## src/rtl/ccp_pkg.sv

```systemverilog
package ccp_pkg;

  typedef struct packed {
    logic capLoad;   // copy timer into value register
    logic flagSet;   // raise interrupt flag
    logic latchSet;  // compare: drive pin high
    logic latchClr;  // compare: drive pin low
    logic dutyLoad;  // PWM: move pending duty to active
    logic unitOff;   // mode field is zero
  } ccpStrobes_t;

  localparam logic [2:0] ADDR_CTRL   = 3'd0;
  localparam logic [2:0] ADDR_VAL_LO = 3'd1;
  localparam logic [2:0] ADDR_VAL_HI = 3'd2;
  localparam logic [2:0] ADDR_DUTY   = 3'd3;
  localparam logic [2:0] ADDR_FLAG   = 3'd4;

  localparam logic [3:0] MODE_OFF     = 4'b0000;
  localparam logic [3:0] MODE_CMP_HI  = 4'b1000;
  localparam logic [3:0] MODE_CMP_LO  = 4'b1001;
  localparam logic [3:0] MODE_CMP_IRQ = 4'b1010;
  localparam logic [3:0] MODE_CMP_EVT = 4'b1011;

endpackage

```

## src/rtl/ccp_ctrl.sv

```systemverilog
module ccp_ctrl
  import ccp_pkg::*;
#(
  parameter int FAST_DIV    = 4,
  parameter int SLOW_DIV    = 16,
  parameter bit ADC_TRIGGER = 1'b1
) (
  input  logic        clk,
  input  logic        rstN,
  input  logic [3:0]  mode,
  input  logic        ctrlWr,
  input  logic        pinIn,
  input  logic        match,
  input  logic        periodEnd,
  input  logic        adcEnable,
  output ccpStrobes_t strobes,
  output logic        timerClear,
  output logic        adcStart
);

  localparam int CNT_W = $clog2(SLOW_DIV);
  localparam logic [CNT_W-1:0] FAST_LAST = CNT_W'(FAST_DIV - 1);
  localparam logic [CNT_W-1:0] SLOW_LAST = CNT_W'(SLOW_DIV - 1);

  logic pinPrev, matchPrev;
  logic [CNT_W-1:0] edgeCnt;
  logic rise, fall, capFire, compEvent, specialEvent;
  logic isCapture, isCompare, isPwm;

  assign isCapture = (mode[3:2] == 2'b01);
  assign isCompare = (mode[3:2] == 2'b10);
  assign isPwm     = (mode[3:2] == 2'b11);
  assign rise      = pinIn & ~pinPrev;
  assign fall      = ~pinIn & pinPrev;

  always_comb begin
    unique case (mode[1:0])
      2'b00:   capFire = fall;
      2'b01:   capFire = rise;
      2'b10:   capFire = rise && (edgeCnt == FAST_LAST);
      default: capFire = rise && (edgeCnt == SLOW_LAST);
    endcase
  end

  assign compEvent    = isCompare & match & ~matchPrev;
  assign specialEvent = compEvent && (mode[1:0] == 2'b11);

  always_comb begin
    strobes          = '0;
    strobes.capLoad  = isCapture & capFire;
    strobes.flagSet  = (isCapture & capFire) | compEvent;
    strobes.latchSet = compEvent && (mode[1:0] == 2'b00);
    strobes.latchClr = compEvent && (mode[1:0] == 2'b01);
    strobes.dutyLoad = isPwm & periodEnd;
    strobes.unitOff  = (mode == MODE_OFF);
  end

  always_ff @(posedge clk) begin
    if (!rstN) begin
      pinPrev    <= 1'b0;
      matchPrev  <= 1'b0;
      edgeCnt    <= '0;
      timerClear <= 1'b0;
    end else begin
      pinPrev    <= pinIn;
      matchPrev  <= match;
      timerClear <= specialEvent;
      if (ctrlWr || !isCapture || !mode[1])
        edgeCnt <= '0;
      else if (rise)
        edgeCnt <= capFire ? '0 : edgeCnt + 1'b1;
    end
  end

  generate
    if (ADC_TRIGGER) begin : g_adc
      logic adcQ;
      always_ff @(posedge clk) begin
        if (!rstN) adcQ <= 1'b0;
        else       adcQ <= specialEvent & adcEnable;
      end
      assign adcStart = adcQ;
    end else begin : g_noAdc
      assign adcStart = 1'b0;
    end
  endgenerate

  assert_clear_only_special_R7: assert property (@(posedge clk) disable iff (!rstN)
    timerClear |-> ($past(mode) == MODE_CMP_EVT));
  assert_adc_with_clear_R7: assert property (@(posedge clk) disable iff (!rstN)
    adcStart |-> timerClear);
  assert_off_silent_R2: assert property (@(posedge clk) disable iff (!rstN)
    (mode == MODE_OFF) |-> (!strobes.flagSet && !strobes.dutyLoad));
  assert_fast_prescale_R4: assert property (@(posedge clk) disable iff (!rstN)
    (strobes.capLoad && mode == 4'b0110) |-> (edgeCnt == FAST_LAST));

endmodule

```

## src/rtl/ccp_datapath.sv

```systemverilog
module ccp_datapath
  import ccp_pkg::*;
#(
  parameter int DATA_W   = 8,
  parameter int ADDR_W   = 3,
  parameter int TIMER_W  = 16,
  parameter int PTIMER_W = 8,
  parameter int FRAC_W   = 2
) (
  input  logic                clk,
  input  logic                rstN,
  input  logic                regWrEn,
  input  logic [ADDR_W-1:0]   regAddr,
  input  logic [DATA_W-1:0]   regWrData,
  output logic [DATA_W-1:0]   regRdData,
  input  ccpStrobes_t         strobes,
  input  logic [TIMER_W-1:0]  timer16,
  input  logic [PTIMER_W-1:0] timer8,
  input  logic [FRAC_W-1:0]   timerFrac,
  input  logic [PTIMER_W-1:0] period8,
  output logic [3:0]          mode,
  output logic                ctrlWr,
  output logic                match,
  output logic                periodEnd,
  output logic                pinOut,
  output logic                pinOe,
  output logic                irqFlag
);

  localparam int DUTY_W = PTIMER_W + FRAC_W;
  localparam int CTRL_W = 4 + FRAC_W;

  logic [CTRL_W-1:0]   ctrlReg;
  logic [TIMER_W-1:0]  valReg;
  logic [PTIMER_W-1:0] dutyHi;
  logic [DUTY_W-1:0]   dutyAct, pwmCount;
  logic                outLatch, flagClr, isPwm;
  logic [3:0]          newMode;

  assign mode      = ctrlReg[3:0];
  assign isPwm     = (mode[3:2] == 2'b11);
  assign ctrlWr    = regWrEn && (regAddr == ADDR_W'(ADDR_CTRL));
  assign flagClr   = regWrEn && (regAddr == ADDR_W'(ADDR_FLAG)) && !regWrData[0];
  assign newMode   = regWrData[3:0];
  assign pwmCount  = {timer8, timerFrac};
  assign periodEnd = (pwmCount == {period8, {FRAC_W{1'b1}}});
  assign match     = (timer16 == valReg);
  assign pinOut    = isPwm ? (dutyAct > pwmCount) : outLatch;
  assign pinOe     = mode[3];

  always_ff @(posedge clk) begin
    if (!rstN) begin
      ctrlReg  <= '0;
      valReg   <= '0;
      dutyHi   <= '0;
      dutyAct  <= '0;
      outLatch <= 1'b0;
      irqFlag  <= 1'b0;
    end else begin
      if (ctrlWr) ctrlReg <= regWrData[CTRL_W-1:0];
      if (regWrEn && regAddr == ADDR_W'(ADDR_DUTY)) dutyHi <= regWrData[PTIMER_W-1:0];

      if (strobes.capLoad)
        valReg <= timer16;
      else if (regWrEn && regAddr == ADDR_W'(ADDR_VAL_LO))
        valReg[DATA_W-1:0] <= regWrData;
      else if (regWrEn && regAddr == ADDR_W'(ADDR_VAL_HI))
        valReg[TIMER_W-1:DATA_W] <= regWrData[TIMER_W-DATA_W-1:0];

      if (strobes.unitOff)       dutyAct <= '0;
      else if (strobes.dutyLoad) dutyAct <= {dutyHi, ctrlReg[CTRL_W-1:4]};

      if (ctrlWr && (newMode == MODE_CMP_HI || newMode == MODE_OFF))
        outLatch <= 1'b0;
      else if (ctrlWr && newMode == MODE_CMP_LO)
        outLatch <= 1'b1;
      else if (strobes.unitOff)
        outLatch <= 1'b0;
      else if (strobes.latchSet)
        outLatch <= 1'b1;
      else if (strobes.latchClr)
        outLatch <= 1'b0;

      irqFlag <= strobes.flagSet | (irqFlag & ~flagClr);
    end
  end

  always_comb begin
    regRdData = '0;
    unique case (regAddr)
      ADDR_W'(ADDR_CTRL):   regRdData = DATA_W'(ctrlReg);
      ADDR_W'(ADDR_VAL_LO): regRdData = valReg[DATA_W-1:0];
      ADDR_W'(ADDR_VAL_HI): regRdData = DATA_W'(valReg[TIMER_W-1:DATA_W]);
      ADDR_W'(ADDR_DUTY):   regRdData = DATA_W'(dutyHi);
      ADDR_W'(ADDR_FLAG):   regRdData = DATA_W'(irqFlag);
      default:              regRdData = '0;
    endcase
  end

  assert_flag_source_R12: assert property (@(posedge clk) disable iff (!rstN)
    $rose(irqFlag) |-> $past(strobes.flagSet));
  assert_soft_event_keeps_pin_R6: assert property (@(posedge clk) disable iff (!rstN)
    (strobes.flagSet && mode == MODE_CMP_IRQ && !ctrlWr) |=> $stable(outLatch));
  assert_event_beats_clear_R12: assert property (@(posedge clk) disable iff (!rstN)
    strobes.flagSet |=> irqFlag);

endmodule

```

## src/rtl/ccp_unit.sv

```systemverilog
module ccp_unit
  import ccp_pkg::*;
#(
  parameter int DATA_W      = 8,
  parameter int ADDR_W      = 3,
  parameter int TIMER_W     = 16,
  parameter int PTIMER_W    = 8,
  parameter int FRAC_W      = 2,
  parameter int FAST_DIV    = 4,
  parameter int SLOW_DIV    = 16,
  parameter bit ADC_TRIGGER = 1'b1
) (
  input  logic                clk,
  input  logic                rstN,
  input  logic                regWrEn,
  input  logic [ADDR_W-1:0]   regAddr,
  input  logic [DATA_W-1:0]   regWrData,
  output logic [DATA_W-1:0]   regRdData,
  input  logic [TIMER_W-1:0]  timer16,
  input  logic [PTIMER_W-1:0] timer8,
  input  logic [FRAC_W-1:0]   timerFrac,
  input  logic [PTIMER_W-1:0] period8,
  input  logic                adcEnable,
  input  logic                pinIn,
  output logic                pinOut,
  output logic                pinOe,
  output logic                irqFlag,
  output logic                timerClear,
  output logic                adcStart
);

  ccpStrobes_t strobes;
  logic [3:0]  mode;
  logic        ctrlWr, match, periodEnd;

  ccp_ctrl #(
    .FAST_DIV(FAST_DIV), .SLOW_DIV(SLOW_DIV), .ADC_TRIGGER(ADC_TRIGGER)
  ) u_ctrl (
    .clk(clk), .rstN(rstN), .mode(mode), .ctrlWr(ctrlWr), .pinIn(pinIn),
    .match(match), .periodEnd(periodEnd), .adcEnable(adcEnable),
    .strobes(strobes), .timerClear(timerClear), .adcStart(adcStart)
  );

  ccp_datapath #(
    .DATA_W(DATA_W), .ADDR_W(ADDR_W), .TIMER_W(TIMER_W),
    .PTIMER_W(PTIMER_W), .FRAC_W(FRAC_W)
  ) u_datapath (
    .clk(clk), .rstN(rstN), .regWrEn(regWrEn), .regAddr(regAddr),
    .regWrData(regWrData), .regRdData(regRdData), .strobes(strobes),
    .timer16(timer16), .timer8(timer8), .timerFrac(timerFrac),
    .period8(period8), .mode(mode), .ctrlWr(ctrlWr), .match(match),
    .periodEnd(periodEnd), .pinOut(pinOut), .pinOe(pinOe), .irqFlag(irqFlag)
  );

endmodule

```

## config.mk

```make
export PLATFORM = sky130hd
export DESIGN_NAME = ccp_unit
export DESIGN_NICKNAME = d
export VERILOG_FILES = /design/src/rtl/ccp_pkg.sv /design/src/rtl/ccp_ctrl.sv /design/src/rtl/ccp_datapath.sv /design/src/rtl/ccp_unit.sv
export SDC_FILE = /design/constraint.sdc
export NUM_CORES = 1
export LEC_CHECK = 0
export ABC_AREA = 1
export BUFFER_PORTS_ARGS = -buffer_cell sky130_fd_sc_hd__buf_2
export CORE_ASPECT_RATIO = 1.1
export CORE_MARGIN = 2
export CORE_UTILIZATION = 56
export DETAILED_ROUTE_END_ITERATION = 8
export PLACE_DENSITY = 0.8
export SLEW_MARGIN = 20
export SYNTH_ARGS = -nofsm -noshare
export SYNTH_HDL_FRONTEND = slang
export SYNTH_SLANG_ARGS = --single-unit
```

## constraint.sdc

```tcl
create_clock -name clk -period 2 [get_ports clk]
set_clock_uncertainty 0.2 [all_clocks]
set_input_delay 0.2 -clock clk [delete_from_list [all_inputs] [get_ports clk]]
set_output_delay 0.2 -clock clk [all_outputs]
set_load 0.01 [all_outputs]
```

==> results of run 1 <==
==> layout make-up <==
cell class,instances,area share (%)
well taps,75,2.435
repair buffers,82,13.25
flip-flops and latches,50,26.20
clock buffers,5,1.786
multi-input cells,326,46.75
clock inverters,3,0.5519
inverters,92,9.026
==> worst max-delay path, cell delays in order (launching register included) <==
cell       delay (ns)
dfxtp_2          0.35
ha_4             0.26
nand4_1          0.14
nor3_2           0.18
o21ai_1          0.10
o2111ai_1        0.08
nand3_1          0.10
o21ai_1          0.08
buf_2            0.14
==> routing by layer <==
layer	vias up	part of all wire [%]
li1	1709	-
met4	0	3.3
met5	-	0
met3	34	7.6
met2	157	48
met1	1458	41
==> power by group through the flow <==
stage | clock network [mW] | registers (mW) | logic [mW]
after floorplan | 0 | 1.05 | 0.180
after global placement | 0 | 1.05 | 0.283
after detailed placement | 0 | 1.05 | 0.292
after CTS | 0.610 | 1.03 | 0.303
after global routing | 0.655 | 1.03 | 0.359
final | 0.602 | 1.03 | 0.321
==> repair_timing <==
action | CTS | global route
endpoints found under the setup margin | 1 | 16
gates cloned | 0 | 1
hold buffers | 3 | 0
pin swaps | 4 | 4
setup buffers | 0 | 5
gates resized for setup | 10 | 19
endpoints found under the hold margin | 3 | 0
==> stage by stage <==
stage	hold slack [ns]	power (mW)
final	0.009132	1.953
after floorplan	0.09345	1.227
after global routing	0.02060	2.046
after detailed placement	0.2132	1.344
after global placement	0.2133	1.334
after CTS	0.00009653	1.941
==> registers in the layout, indices dropped and copies added (netlist names) <==
signal and cells:
u_datapath.dutyAct 10, u_datapath.dutyHi 8, u_datapath.ctrlReg 6, u_datapath.outLatch 1
u_datapath.irqFlag 1, u_ctrl.edgeCnt 4, u_ctrl.adcStart 1, u_ctrl.matchPrev 1
u_datapath.valReg 16, u_ctrl.timerClear 1, u_ctrl.pinPrev 1
==> logic make-up after synthesis <==
family	count (synthesis)	synth area share (%)
compound gates	87	15.38
buf+inv	107	14.44
flops	50	31.47
xor+xnor	12	3.304
simple gates	216	31.08
fa+ha+maj	11	4.327
==> layout by cell type, fill, tap and decap left out, drive strengths merged <==
cell type / count
a21oi: 29
a221oi: 1
a31oi: 2
and2: 1
buf: 78
clkbuf: 6
clkinv: 2
clkinvlp: 1
dfxtp: 50
dlygate4sd3: 2
dlymetal6s4s: 1
ha: 11
inv: 92
nand2: 108
nand3: 46
nand4: 7
nor2: 33
nor3: 18
o2111ai: 7
o211ai: 2
o21a: 1
o21ai: 42
o221ai: 2
o22ai: 1
or2: 3
xnor2: 7
xor2: 5
==> worst min path at each step <==
stage                           endpoint  slack [ns]         start  cells after the start
global route        u_datapath.dutyHi[7]        0.02  regWrData[7]                      3
finish              u_datapath.dutyHi[7]       0.009  regWrData[7]                      3
detailed placement       u_ctrl.adcStart        0.21     adcEnable                      2
global placement         u_ctrl.adcStart        0.21     adcEnable                      2
floorplan                 u_ctrl.pinPrev        0.09         pinIn                      2
CTS                 u_datapath.dutyHi[7]      0.0001  regWrData[7]                      3
==> results.ini, run 1 <==
[run_status]
outcome = finished with violations
violations = setup timing

[sta]
worst_slew_pin_slew_ns = 0.6414
setup_viol = 1
hold_viol_final = 0
setup_slack_ns = -0.1216
finalCritPeriodShare_pct = 106.1
drv_slew = 0
setup_tns_ns = -0.1216
fmax_ghz = 0.4713
rsz0062_at_grt = true
period_minus_slack_ns = 2.122
relSlewSlack_pct = 57.04

[synthesis]
synth_top_area_cell = dfxtp_1
yosysTopAreaCellShare_pct = 31.47
synth-seq-area-share_pct = 31.47
ys_top_cells_by_count = 104 x nand2_1, 85 x inv_1, 50 x dfxtp_1, 46 x nand3_1, 30 x nor2_1
syn-num-nets = 544
post-synth-top-count-cell = nand2_1
yosysUniqueCellTypes = 34
ys.flop_type = dfxtp_1
synth_area_sq_um = 3181
synth_edf_count = 0
ys_warn_count = 0
synth.avg_cell_area_sq_um = 6.585
async_flop_share_pct = 0
syn_inst = 483
ys_ff_latch = 50
synthTopCellsByArea = dfxtp_1 31%, nand2_1 12%, inv_1 10%

[grt]
grt_use_met1_pct = 32.75
antenna_found_initial = 0
grt_max_degree = 26
grt_pass1_wl_um = 13320
grt_pass1_vias = 3152
grt_remaining_overflow = 0
grtUsageMet2_pct = 43.57
use_met3_pct = 4.976
grt-busiest-layer = met2
grt_use_total_pct = 26.33

[setup_path]
reg2reg_from = u_ctrl.edgeCnt[1]
crit_arrival_ns = 1.72
cp.required_ns = 1.60
cp_max_fo = 2
crit_path_end_kind = output pin
worst_r2r_path_depth = 14
r2r_slack_ns = 0.13
reg2reg_to = u_datapath.valReg[1]
cp-endpoint = pinOut
startpoint = u_datapath.dutyAct[8]
cp-start-kind = register
crit_type = reg2out

[place]
dp_cells = 616
hpwl_um = 6043
post-place-ws_ns = 0.06889
routabilityCongestion = 0.8856
port_buffers = 62
placed_area_sq_um = 3568

[cells_and_area]
drive_gt1_share_pct = 22.58
multi_input_area_sq_um = 1802
area_growth_pct = 21.16
fill_cells = 435
post-route-util_pct = 70.97
insertedDiodeCount = 0
final-instance-count-excl-fill = 633
final-seq-area_sq_um = 1010
nets = 618
final_cell_area_sq_um = 3854

[die]
pin_count = 63
die_y_um = 83.04
row_count = 28
start_util_pct = 58.57
dieArea_sq_um = 6299
fp.dieW_um = 75.86
core-area_sq_um = 5430

[pwr]
p_leak_nw = 1.849
pwr-share-comb_pct = 16.4
ir_drop_mv = 0.2658
power_frac_seq_pct = 52.7
p_per_area_nw_per_um2 = 506.8
swShare_pct = 28.89
p_switching_uw = 564.2
pwr-share-clk_pct = 30.8
intPower_mw = 1.389

[drt]
drt_first_pass_iters = 6
post-route-drc-count = 0
routedWlPerCell_um = 12.93
routed_via_density = 5.305
drtAntennaViolNets = 0
vias = 3358
drt_iter0_drc = 196
totalWireLength_um = 8184

[cts]
clk_latency_ns = 0.30
cts.sinks = 50
htreeDepth = 2
cts_buffers = 5
clk_pin_slew_worst_paths_ns = 0.09
clockBufferDepth = 2
tritoncts = yes
cts_root_buffer = clkbuf_8

[hold_path]
hold_path.class = in2reg

[flow_run]
maxCapViolCount = 0

Note: power is estimated with default switching activity, not from simulation.
==> run 2: changes to the inputs <==
--- a/config.mk
+++ b/config.mk
@@ -10,8 +10,10 @@
 export CORE_ASPECT_RATIO = 1.1
 export CORE_MARGIN = 2
 export CORE_UTILIZATION = 56
+export CTS_BUF_LIST = sky130_fd_sc_hd__clkbuf_16
 export DETAILED_ROUTE_END_ITERATION = 8
 export PLACE_DENSITY = 0.8
+export SETUP_SLACK_MARGIN = 0.2
 export SLEW_MARGIN = 20
 export SYNTH_ARGS = -nofsm -noshare
 export SYNTH_HDL_FRONTEND = slang
==> run 2 against run 1 <==
The flow still finishes with violations (setup timing). Global-route usage rose by 0.93 points. Sequential power barely moved. Setup slack improved by 0.027 ns. Cell count fell by 0.32%. Wire length rose by 11%. Flip-flop and latch count did not move. Count of clock-buffer cells in the layout did not move. Cell area rose by 7.9%. Critical endpoint unchanged. Clock power rose by 42%. Maximum frequency rose by 1.3%.
==> results.ini, run 2 (synthesized netlist as in run 1, its figures left out) <==
[cts]
cts.sinks = 50  ; unchanged
cts_buffers = 5  ; unchanged
htreeDepth = 2  ; unchanged
clk_latency_ns = 0.29  ; about the same
clk_pin_slew_worst_paths_ns = 0.06  ; -0.03 ns
cts_root_buffer = clkbuf_16
tritoncts = yes
clockBufferDepth = 2  ; unchanged

[hold_path]
min_to = u_datapath.dutyHi[7]
hold_path.class = in2reg
min_from = regWrData[7]
min_path_cells = 3  ; unchanged

[pwr]
ir_drop_mv = 0.3902  ; +47%
p_leak_nw = 1.938  ; +4.8%
swShare_pct = 27.78  ; -1.1 points
p_switching_uw = 620.6  ; +10%
pwr-share-clk_pct = 38.2  ; +7.4 points
power_frac_seq_pct = 46.2  ; -6.5 points
p_per_area_nw_per_um2 = 537.4  ; +6.0%
intPower_mw = 1.613  ; +16%
pwr-share-comb_pct = 15.5  ; -0.9 points

[drt]
drt_iter0_drc = 223  ; +14%
drt_first_pass_iters = 5  ; -1
routedWlPerCell_um = 14.36  ; +11%
drtAntennaViolNets = 0  ; unchanged
routed_via_density = 5.469  ; +3.1%
vias = 3451  ; +2.8%
totalWireLength_um = 9059  ; +11%
post-route-drc-count = 0  ; unchanged

[cells_and_area]
final-seq-area_sq_um = 1027  ; +1.7%
insertedDiodeCount = 0  ; unchanged
multi_input_area_sq_um = 2034  ; +13%
nets = 616  ; -0.32%
drive_gt1_share_pct = 32.73  ; +10 points
area_growth_pct = 30.68
largest_reg_flops = 16  ; unchanged
final_cell_mix = 98 x nand2_1, 82 x inv_1, 62 x buf_2
mostFrequentLayoutCell = nand2_1
final_cell_area_sq_um = 4156  ; +7.9%
fill_cells = 374  ; -14%
largest-register = u_datapath.valReg
reg.largest.list = u_datapath.valReg x16, u_datapath.dutyAct x10, u_datapath.dutyHi x8

[die]
core-area_sq_um = 5430  ; unchanged
die_y_um = 83.04  ; unchanged
start_util_pct = 58.57  ; unchanged
dieArea_sq_um = 6299  ; unchanged
pin_count = 63  ; unchanged
row_count = 28  ; unchanged
fp.dieW_um = 75.86  ; unchanged

[setup_path]
cp_slowest_cell = dfxtp_2
cp.required_ns = 1.60  ; about the same
cp_max_fo = 2  ; unchanged
crit_arrival_ns = 1.69  ; -0.03 ns
worst_r2r_path_depth = 11  ; -3
reg2reg_to = u_datapath.valReg[2]
path_delay_family = simple AND/OR/NAND/NOR gates
cp-start-kind = register
crit_type = reg2out
cp_cell_sequence = ha_4 > nand4_1 > nor3_2 > o21ai_1 > o2111ai_1 > nand3_1 > o21ai_1 > buf_2
r2r_slack_ns = 0.08  ; -0.05 ns
critPathBufInv = 1  ; unchanged
worstSetupPathDepth = 8  ; unchanged
crit_path_end_kind = output pin
reg2reg_from = u_ctrl.edgeCnt[2]
cp_common_cell = o21ai_1
cp_slowest_stage_delay_ns = 0.34  ; about the same

[grt]
antenna_found_initial = 0  ; unchanged
grt_remaining_overflow = 0  ; unchanged
grt_pass1_vias = 3198  ; +1.5%
grt_pass1_wl_um = 13770  ; +3.4%
grtUsageMet2_pct = 45.61  ; +2.0 points
use_met3_pct = 4.612  ; -0.36 points
grt_max_degree = 26  ; unchanged
grt_use_met1_pct = 33.99  ; +1.2 points
grt-busiest-layer = met2
grt_use_total_pct = 27.26  ; +0.93 points

[sta]
period_minus_slack_ns = 2.095  ; -0.02700 ns
hold_viol_final = 0  ; unchanged
setup_slack_ns = -0.09458  ; +0.02700 ns
relSlewSlack_pct = 66.43  ; +9.4 points
fmax_ghz = 0.4774  ; +1.3%
rsz0062_at_grt = true
drv_slew = 0  ; unchanged
setup_viol = 1  ; unchanged
worst_slew_pin_slew_ns = 0.5023  ; -0.1391 ns
setup_tns_ns = -0.09458  ; +0.02700 ns
finalCritPeriodShare_pct = 104.7  ; -1.4 points

[place]
port_buffers = 62  ; unchanged
routabilityCongestion = 0.8856  ; unchanged
post-place-ws_ns = 0.06889  ; unchanged
placed_area_sq_um = 3568  ; unchanged
hpwl_um = 6043  ; unchanged

[flow_run]
maxCapViolCount = 0  ; unchanged

[run_status]
outcome = finished with violations
violations = setup timing

-- run 2: cell types whose count changed in the layout (fill, tap and decap cells not counted), moves of 5 or more --
cell      delta
nand3_2     +25
nand3_1     -27
nand2_1      -5
dfxtp_1     -12
o21ai_0      -9
clkbuf_8     -5
o21ai_2      +5
nand2_2      +5
dfxtp_2     +11
-- run 2: power by group through the flow --
stage / clock network, mW / logic [mW] / registers (mW)
floorplan: 0 / 0.180 / 1.05
CTS: 0.856 / 0.307 / 1.03
global route: 0.890 / 0.383 / 1.03
detailed placement: 0 / 0.292 / 1.05
global placement: 0 / 0.283 / 1.05
finish: 0.854 / 0.347 / 1.03
-- run 2: timing repair --
| item | 4_1_cts | 5_1_grt |
|---|---|---|
| hold buffers | 2 | 0 |
| gates resized for setup | 28 | 74 |
| cloned | 1 | 0 |
| setup endpoints to repair | 12 | 30 |
| pin swaps | 8 | 8 |
| hold endpoints to repair | 2 | 0 |
| setup buffers | 2 | 2 |
-- run 2: worst max path at each step --
stage | to | slack (ns) | start
2_1_floorplan | u_datapath.valReg[7] | 0.32 | u_ctrl.edgeCnt[0]
3_3_place_gp | pinOut | 0.15 | timer8[7]
3_5_place_dp | pinOut | 0.07 | timer8[7]
4_1_cts | pinOut | -0.11 | u_datapath.dutyAct[6]
5_1_grt | pinOut | -0.25 | u_datapath.dutyAct[7]
6_report | pinOut | -0.09 | u_datapath.dutyAct[7]
-- run 2: worst min-delay path, stage by stage --
cell and delay [ns]:
buf_2 0.13, nand3_1 0.09, a21oi_1 0.06
-- run 2: stage by stage --
step / instances / utilization, % / hold slack, ns / total power [mW]
2_1_floorplan: 483 / - / 0.09345 / 1.227
3_3_place_gp: 616 / 65.71 / 0.2133 / 1.334
3_5_place_dp: 616 / 65.71 / 0.2132 / 1.344
4_1_cts: 629 / 71.36 / 0.01056 / 2.192
5_1_grt: 631 / 76.54 / 0.06570 / 2.307
6_report: 631 / 76.54 / 0.04094 / 2.234
-- run 2: cell type report --
cell class | count | share of cell area (%)
inverter | 92 | 8.489
multi-input combinational | 326 | 48.95
sequential | 50 | 24.71
clock inverter | 3 | 0.5117
tap | 75 | 2.258
clock buffer | 5 | 3.010
timing repair buffer | 80 | 12.07
-- run 2: metal layers --
metal	routed length, um	vias to the layer above
li1	-	1704
met1	3595	1543
met3	676	41
met5	0	-
met2	4496	163
met4	290	0
